==> config.mk <==
export PLATFORM = sky130hd
export DESIGN_NAME = sync_meas_unit
export DESIGN_NICKNAME = d
export VERILOG_FILES = /design/src/rtl/sync_meas_pkg.sv /design/src/rtl/sync_edge_det.sv /design/src/rtl/vert_counter.sv /design/src/rtl/horiz_counter.sv /design/src/rtl/change_cmp.sv /design/src/rtl/sync_meas_unit.sv
export SDC_FILE = /design/constraint.sdc
export NUM_CORES = 1
export LEC_CHECK = 0
export ABC_AREA = 1
export BUFFER_PORTS_ARGS = -buffer_cell sky130_fd_sc_hd__buf_2
export CAP_MARGIN = 20
export CORE_MARGIN = 4
export CORE_UTILIZATION = 55
export DETAILED_ROUTE_END_ITERATION = 7
export PLACE_DENSITY_LB_ADDON = 0.08
export SETUP_SLACK_MARGIN = 0.5
export SYNTH_ARGS = -nofsm -noshare
export SYNTH_HDL_FRONTEND = slang
export SYNTH_SLANG_ARGS = --single-unit
==> constraint.sdc <==
create_clock -name clk -period 3.5 [get_ports clk]
set_input_delay 0.7 -clock clk [delete_from_list [all_inputs] [get_ports clk]]
set_output_delay 0.7 -clock clk [all_outputs]
set_load 0.1 [all_outputs]
==> src/rtl/sync_meas_pkg.sv <==
package sync_meas_pkg;

   // progress of the horizontal measurement within one frame
   typedef enum logic [1:0] {
      HM_IDLE = 2'd0,
      HM_RUN  = 2'd1,
      HM_DONE = 2'd2
   } hmeas_state_e;

endpackage

==> src/rtl/sync_edge_det.sv <==
// Multi-stage resynchroniser followed by rising edge detection.
module sync_edge_det #(
   parameter int STAGES = 2
) (
   input  logic clk,
   input  logic rst_n,
   input  logic din,
   output logic lvl,
   output logic rise
);

   logic [STAGES-1:0] chain;
   logic              lvl_q;

   generate
      if (STAGES < 2) begin : g_bad_stages
         $error("sync_edge_det: STAGES must be at least 2");
      end
      for (genvar s = 0; s < STAGES; s++) begin : g_stage
         if (s == 0) begin : g_first
            always_ff @(posedge clk or negedge rst_n) begin
               if (!rst_n) chain[0] <= 1'b0;
               else        chain[0] <= din;
            end
         end else begin : g_next
            always_ff @(posedge clk or negedge rst_n) begin
               if (!rst_n) chain[s] <= 1'b0;
               else        chain[s] <= chain[s-1];
            end
         end
      end
   endgenerate

   always_ff @(posedge clk or negedge rst_n) begin
      if (!rst_n) lvl_q <= 1'b0;
      else        lvl_q <= chain[STAGES-1];
   end

   assign lvl  = chain[STAGES-1];
   assign rise = chain[STAGES-1] & ~lvl_q;

endmodule

==> src/rtl/vert_counter.sv <==
// Counts horizontal edges per frame and those seen while vertical sync is high.
module vert_counter #(
   parameter int VCNT_W = 11
) (
   input  logic              clk,
   input  logic              rst_n,
   input  logic              frame_start,
   input  logic              hs_rise,
   input  logic              vs_lvl,
   output logic [VCNT_W-1:0] line_cnt,
   output logic [VCNT_W-1:0] vs_lines
);

   localparam logic [VCNT_W-1:0] V_MAX = '1;
   localparam logic [VCNT_W-1:0] V_ONE = VCNT_W'(1);

   always_ff @(posedge clk or negedge rst_n) begin
      if (!rst_n) begin
         line_cnt <= '0;
         vs_lines <= '0;
      end else if (frame_start) begin
         line_cnt <= '0;
         vs_lines <= '0;
      end else if (hs_rise) begin
         if (line_cnt != V_MAX)
            line_cnt <= line_cnt + V_ONE;
         if (vs_lvl && (vs_lines != V_MAX))
            vs_lines <= vs_lines + V_ONE;
      end
   end

endmodule

==> src/rtl/horiz_counter.sv <==
// Measures period and high time of one chosen line of the frame.
module horiz_counter
   import sync_meas_pkg::*;
#(
   parameter int HCNT_W = 12,
   parameter int VCNT_W = 11
) (
   input  logic              clk,
   input  logic              rst_n,
   input  logic              frame_start,
   input  logic              hs_rise,
   input  logic              hs_lvl,
   input  logic [VCNT_W-1:0] line_cnt,
   input  logic [VCNT_W-1:0] line_sel,
   output logic [HCNT_W-1:0] per_cnt,
   output logic [HCNT_W-1:0] hi_cnt,
   output logic              done
);

   localparam logic [HCNT_W-1:0] H_MAX = '1;
   localparam logic [HCNT_W-1:0] H_ONE = HCNT_W'(1);

   hmeas_state_e      state;
   logic              hi_open;
   logic [VCNT_W:0]   this_line;
   logic              line_hit;

   // the edge arriving now begins line number line_cnt + 1
   assign this_line = {1'b0, line_cnt} + (VCNT_W+1)'(1);
   assign line_hit  = hs_rise && (this_line == {1'b0, line_sel});
   assign done      = (state == HM_DONE);

   always_ff @(posedge clk or negedge rst_n) begin
      if (!rst_n) begin
         state   <= HM_IDLE;
         per_cnt <= '0;
         hi_cnt  <= '0;
         hi_open <= 1'b0;
      end else if (frame_start) begin
         state   <= HM_IDLE;
         per_cnt <= '0;
         hi_cnt  <= '0;
         hi_open <= 1'b0;
      end else begin
         unique case (state)
            HM_IDLE: begin
               if (line_hit) begin
                  state   <= HM_RUN;
                  per_cnt <= H_ONE;
                  hi_cnt  <= H_ONE;
                  hi_open <= 1'b1;
               end
            end
            HM_RUN: begin
               if (hs_rise) begin
                  state <= HM_DONE;
               end else begin
                  if (per_cnt != H_MAX)
                     per_cnt <= per_cnt + H_ONE;
                  if (hi_open) begin
                     if (!hs_lvl)
                        hi_open <= 1'b0;
                     else if (hi_cnt != H_MAX)
                        hi_cnt <= hi_cnt + H_ONE;
                  end
               end
            end
            HM_DONE: begin
               state <= HM_DONE;
            end
            default: state <= HM_IDLE;
         endcase
      end
   end

endmodule

==> src/rtl/change_cmp.sv <==
// Absolute difference of two samples compared against a tolerance.
module change_cmp #(
   parameter int W = 12
) (
   input  logic [W-1:0] cur,
   input  logic [W-1:0] prev,
   input  logic [W-1:0] tol,
   output logic         exceed
);

   logic [W-1:0] delta;

   always_comb begin
      if (cur >= prev) delta = cur - prev;
      else             delta = prev - cur;
      exceed = (delta > tol);
   end

endmodule

==> src/rtl/sync_meas_unit.sv <==
// Per-frame sync timing measurement with format change detection.
module sync_meas_unit
   import sync_meas_pkg::*;
#(
   parameter int HCNT_W        = 12,
   parameter int VCNT_W        = 11,
   parameter int SYNC_STAGES   = 2,
   parameter bit COMPARE_WIDTH = 1'b1
) (
   input  logic              clk,
   input  logic              rst_n,
   input  logic              meas_en,
   input  logic              hsync_in,
   input  logic              vsync_in,
   input  logic [VCNT_W-1:0] line_sel,
   input  logic [HCNT_W-1:0] h_thresh,
   input  logic [VCNT_W-1:0] v_thresh,
   input  logic              irq_en,
   input  logic              chg_clr,
   output logic [HCNT_W-1:0] h_period,
   output logic [HCNT_W-1:0] h_width,
   output logic [VCNT_W-1:0] v_period,
   output logic [VCNT_W-1:0] v_width,
   output logic              meas_valid,
   output logic              h_chg,
   output logic              v_chg,
   output logic              irq
);

   generate
      if (HCNT_W < 4 || HCNT_W > 24) begin : g_bad_h
         $error("sync_meas_unit: HCNT_W out of range");
      end
      if (VCNT_W < 4 || VCNT_W > 16) begin : g_bad_v
         $error("sync_meas_unit: VCNT_W out of range");
      end
      if (SYNC_STAGES < 2 || SYNC_STAGES > 4) begin : g_bad_s
         $error("sync_meas_unit: SYNC_STAGES out of range");
      end
   endgenerate

   // synchronised sync inputs
   logic hs_lvl, hs_rise, vs_lvl, vs_rise;

   sync_edge_det #(.STAGES(SYNC_STAGES)) i_hs_sync (
      .clk(clk), .rst_n(rst_n), .din(hsync_in), .lvl(hs_lvl), .rise(hs_rise)
   );
   sync_edge_det #(.STAGES(SYNC_STAGES)) i_vs_sync (
      .clk(clk), .rst_n(rst_n), .din(vsync_in), .lvl(vs_lvl), .rise(vs_rise)
   );

   // frame counters
   logic [VCNT_W-1:0] line_cnt, vs_lines;
   logic [HCNT_W-1:0] per_cnt, hi_cnt;
   logic              h_done;

   vert_counter #(.VCNT_W(VCNT_W)) i_vert (
      .clk(clk), .rst_n(rst_n), .frame_start(vs_rise), .hs_rise(hs_rise),
      .vs_lvl(vs_lvl), .line_cnt(line_cnt), .vs_lines(vs_lines)
   );

   horiz_counter #(.HCNT_W(HCNT_W), .VCNT_W(VCNT_W)) i_horiz (
      .clk(clk), .rst_n(rst_n), .frame_start(vs_rise), .hs_rise(hs_rise),
      .hs_lvl(hs_lvl), .line_cnt(line_cnt), .line_sel(line_sel),
      .per_cnt(per_cnt), .hi_cnt(hi_cnt), .done(h_done)
   );

   // frame sequencing
   logic running, have_prev, finish;
   logic [HCNT_W-1:0] cur_hp, cur_hw;

   assign finish = meas_en && vs_rise && running;
   assign cur_hp = h_done ? per_cnt : '0;
   assign cur_hw = h_done ? hi_cnt  : '0;

   always_ff @(posedge clk or negedge rst_n) begin
      if (!rst_n)        running <= 1'b0;
      else if (!meas_en) running <= 1'b0;
      else if (vs_rise)  running <= 1'b1;
   end

   // comparison against the previous result
   logic hp_ex, hw_ex, vp_ex, vw_ex;
   logic h_exceed, v_exceed;

   change_cmp #(.W(HCNT_W)) i_cmp_hp (
      .cur(cur_hp), .prev(h_period), .tol(h_thresh), .exceed(hp_ex)
   );
   change_cmp #(.W(VCNT_W)) i_cmp_vp (
      .cur(line_cnt), .prev(v_period), .tol(v_thresh), .exceed(vp_ex)
   );

   generate
      if (COMPARE_WIDTH) begin : g_cmp_width
         change_cmp #(.W(HCNT_W)) i_cmp_hw (
            .cur(cur_hw), .prev(h_width), .tol(h_thresh), .exceed(hw_ex)
         );
         change_cmp #(.W(VCNT_W)) i_cmp_vw (
            .cur(vs_lines), .prev(v_width), .tol(v_thresh), .exceed(vw_ex)
         );
         assign h_exceed = hp_ex | hw_ex;
         assign v_exceed = vp_ex | vw_ex;
      end else begin : g_cmp_period
         assign hw_ex    = 1'b0;
         assign vw_ex    = 1'b0;
         assign h_exceed = hp_ex;
         assign v_exceed = vp_ex;
      end
   endgenerate

   // result registers double as the previous capture
   always_ff @(posedge clk or negedge rst_n) begin
      if (!rst_n) begin
         h_period   <= '0;
         h_width    <= '0;
         v_period   <= '0;
         v_width    <= '0;
         meas_valid <= 1'b0;
         have_prev  <= 1'b0;
      end else begin
         meas_valid <= finish;
         if (finish) begin
            h_period  <= cur_hp;
            h_width   <= cur_hw;
            v_period  <= line_cnt;
            v_width   <= vs_lines;
            have_prev <= 1'b1;
         end else if (!meas_en) begin
            have_prev <= 1'b0;
         end
      end
   end

   // sticky flags, a new detection wins over a clear in the same cycle
   always_ff @(posedge clk or negedge rst_n) begin
      if (!rst_n) begin
         h_chg <= 1'b0;
         v_chg <= 1'b0;
      end else begin
         h_chg <= (h_chg & ~chg_clr) | (finish & have_prev & h_exceed);
         v_chg <= (v_chg & ~chg_clr) | (finish & have_prev & v_exceed);
      end
   end

   assign irq = irq_en & (h_chg | v_chg);

endmodule

==> flow_summary.toml <==
[yosys]
synth_area_leaders = "dfrtp_1 24%, nand2_1 16%, ha_1 16%, inv_1 9.0%, o21ai_0 5.1%"
syn_nets = 1819
synth_edf_count = 0
netlist_area_um2 = 10900
ys_types = 44
netlist_instances = 1629
yosysWarnings = 0
synth-seq-cells = 106
synth_top_area_frac = 0.243
yosys_most_used_dff = "dfrtp_1"
synth_area_leader_cell = "dfrtp_1"
async_flop_share = 1.00
avgSynthCellArea_um2 = 6.70
ys_seq_area_frac = 0.243

[pwr]
combPwrFrac = 0.628
vdd_drop_max_mv = 0.291
power_frac_seq = 0.220
power.switching_w = 0.00359
powerDensity_nw_per_um2 = 532
switching_share = 0.508
intPower_w = 0.00347
p_leak_nw = 6.95
p_clk_frac = 0.151

[floorplanning]
io_pins = 91
dieHeight_um = 149
dieArea_um2 = 22200
start_util = 0.561
core_um2 = 19500
die_x_um = 149
num_rows = 51

[outcome]
violations = "setup timing"
status = "finished with violations"

[layout]
syn2layout_area_growth_pct = 21.5
antenna_cells = 0
final_nets = 1947
drive_above_1_share = 0.219
final_util = 0.681

[clock_network]
cts_sinks = 106
hold_buffers = 0
clock_latency_ns = 0.36
clkTransAtPathRegs_ns = 0.08
clockRootBuffer = "clkbuf_16"
numCtsBuffers = 9
h-tree-depth = 3
cts_tree = "yes"
clk_path_buf_depth = 2

[grt]
track_usage = 0.259
grt_pass1_wl_um = 47700
grt_antenna_before_repair = 0
grt_pass1_vias = 10050
grt-ovfl-total = 0
grt_max_degree = 94

[worst_setup_path]
crit_type = "flip-flop to flip-flop"
slowest_delay_ns = 0.40
timing.critical_path.from_type = "flip-flop"
cp.arrival_ns = 3.81
path_cells = "inv_2 -> ha_4 -> buf_12 -> nand2_8 -> inv_4 -> ha_4 -> a21o_1 -> a221oi_2 -> nand4_1 -> inv_2 -> buf_4 -> buf_6 -> nand2_1 -> nand2_1 -> inv_2 -> ha_4 -> a21oi_1 -> o21ai_2 -> a21oi_2 -> o21ai_2 -> o41ai_2 -> nand2_1 -> nand2_1 -> o21ai_1"
path_max_fanout = 7
crit_path_end_kind = "flip-flop"
worst_path_most_repeated_cell = "nand2_1"
worst_path_max_delay_cell = "dfrtp_1"
cp.required_ns = 3.75

[timing]
fin_skew_ns = 0.00817
min_period_over_period = 1.02
fin_crit_ns = 3.55
tightest_slew_ns = 0.866
hold_viol_final = 0
hold-worst-slack_ns = 0.352
setup_viol = 1
rsz0062_at_grt = "yes"
maxSlewViolCount = 0
fin_ws_ns = -0.0535
relSlewSlack = 0.423
fmax_mhz = 281

[place]
dp_hpwl_um = 22200
io_buffers = 90
place_congestion = 0.922

[routing]
detail-route-antenna-nets = 0
wl_um = 29200
via_per_inst = 5.28
drcViolationCount = 0
vias = 10706
initialDrtViolationCount = 622
avgRoutedWirePerCell_um = 14.4
first_pass_iters = 5

[run]
drv_cap = 0

[worst_hold_path]
hold_path.class = "flip-flop to flip-flop"
## layout by cell type (no fill, tap or decap), drive strengths merged
cell type	n
o21ai	117
nor3	22
nor4b	1
nor2	102
o41ai	1
a21o	6
xor2	59
inv	270
nand3b	8
a31oi	4
nand2	477
xnor2	13
o21a	1
nor4	14
o22ai	8
clkbuf	9
a221oi	3
nor3b	1
o21bai	4
nand3	55
clkinvlp	1
a211oi	8
o31ai	1
fa	8
o211ai	2
buf	169
a22o	1
clkinv	2
nand4	42
a21oi	102
ha	141
o2111ai	4
dfrtp	106
## critical path: cells and delay by family, from the launching register on
family | cells | cell delay [ns]
AOI/OAI and AO/OA | 8 | 1.06
buffers and inverters | 7 | 0.81
adders and majority gates | 3 | 0.62
and+or+nand+nor | 6 | 0.55
DFF | 1 | 0.40
## synthesized netlist by cell type (8+ instances only)
cell type    n
inv_1      261
nor3_1      22
clkbuf_1    35
xor2_1      59
nand3_1     52
nand3b_1     8
buf_2       13
fa_1         8
xnor2_1     13
nand2_1    473
o21ai_0    112
nor4_1      14
a21oi_1    101
nand4_1     42
a211oi_1     8
ha_1       141
o22ai_1      8
nor2_1      98
dfrtp_1    106
## through the flow
step | cell area, µm² | power (W) | setup slack (ns) | setup TNS, ns | std cells
after CTS | 12900 | 0.00685 | 0.103 | 0 | 2012
after global routing | 13300 | 0.00766 | -0.248 | -0.258 | 2027
after global placement | 12200 | 0.00548 | -0.00822 | -0.00822 | 1971
final | 13300 | 0.00705 | -0.0535 | -0.0535 | 2027
after floorplan | 11400 | 0.00472 | 0.288 | 0 | 1629
after detailed placement | 12200 | 0.00554 | -0.0731 | -0.0731 | 1971
## flip-flops by register name, summed over array words and instances, names as in the netlist, 2 cells and up
| register | count |
|---|---|
| i_horiz.hi_cnt | 12 |
| v_width | 11 |
| i_horiz.state | 2 |
| h_period | 12 |
| i_vert.vs_lines | 11 |
| v_period | 11 |
| i_horiz.per_cnt | 12 |
| h_width | 12 |
| i_vert.line_cnt | 11 |
## final timing paths
kind                                                    from  slack [ns]                       to  cells after the start
worst max register to register  i_horiz.state[0]$_DFFE_PN0P_       -0.05          h_chg$_DFF_PN0_                     24
max in group asynchronous                              rst_n        2.37   h_width[1]$_DFFE_PN0P_                      2
worst min register to register  i_hs_sync.chain[0]$_DFF_PN0_        0.35  i_hs_sync.lvl$_DFF_PN0_                      0
min in group asynchronous                              rst_n        0.36  v_period[9]$_DFFE_PN0P_                      1
worst max-delay path            i_horiz.state[0]$_DFFE_PN0P_       -0.05          h_chg$_DFF_PN0_                     24
worst min-delay path            i_hs_sync.chain[0]$_DFF_PN0_        0.35  i_hs_sync.lvl$_DFF_PN0_                      0
## layout make-up
type | count | area, µm²
fillers | 1734 | 6200
clock buffers | 9 | 225
repair buffers | 169 | 1120
inverters | 265 | 1010
repair inverters | 1 | 7.51
flip-flops and latches | 106 | 2750
well taps | 265 | 332
multi-input cells | 1205 | 7720
clock inverters | 7 | 88.8
## logic make-up after synthesis
family | synth area share
adders and majority gates | 0.176
DFF | 0.243
and+or+nand+nor | 0.279
xor gates and xnor gates | 0.0578
AOI/OAI and AO/OA | 0.131
buffers and inverters | 0.113
## power groups by stage
stage	clock network [W]	logic, W	registers, W
2_1_floorplan	0	0.00256	0.00216
3_3_place_gp	0	0.00390	0.00158
3_5_place_dp	0	0.00396	0.00158
4_1_cts	0.00110	0.00420	0.00156
5_1_grt	0.00115	0.00494	0.00158
6_report	0.00107	0.00443	0.00155
## what timing repair did
item	in CTS	in global routing
pin swaps	28	21
resized for setup	57	58
endpoints found under the setup margin	2	2
cloned	3	0
buffers inserted	22	15
## layer usage
| metal | vias to the layer above | global-route usage | share of wire |
|---|---|---|---|
| met4 | 0 | 0.0586 | 0.018 |
| met1 | 4935 | 0.367 | 0.48 |
| li1 | 5489 | - | - |
| met3 | 39 | 0.0307 | 0.047 |
| met5 | - | 0 | 0 |
| met2 | 243 | 0.427 | 0.46 |
Power figures use the tool's default switching activity.
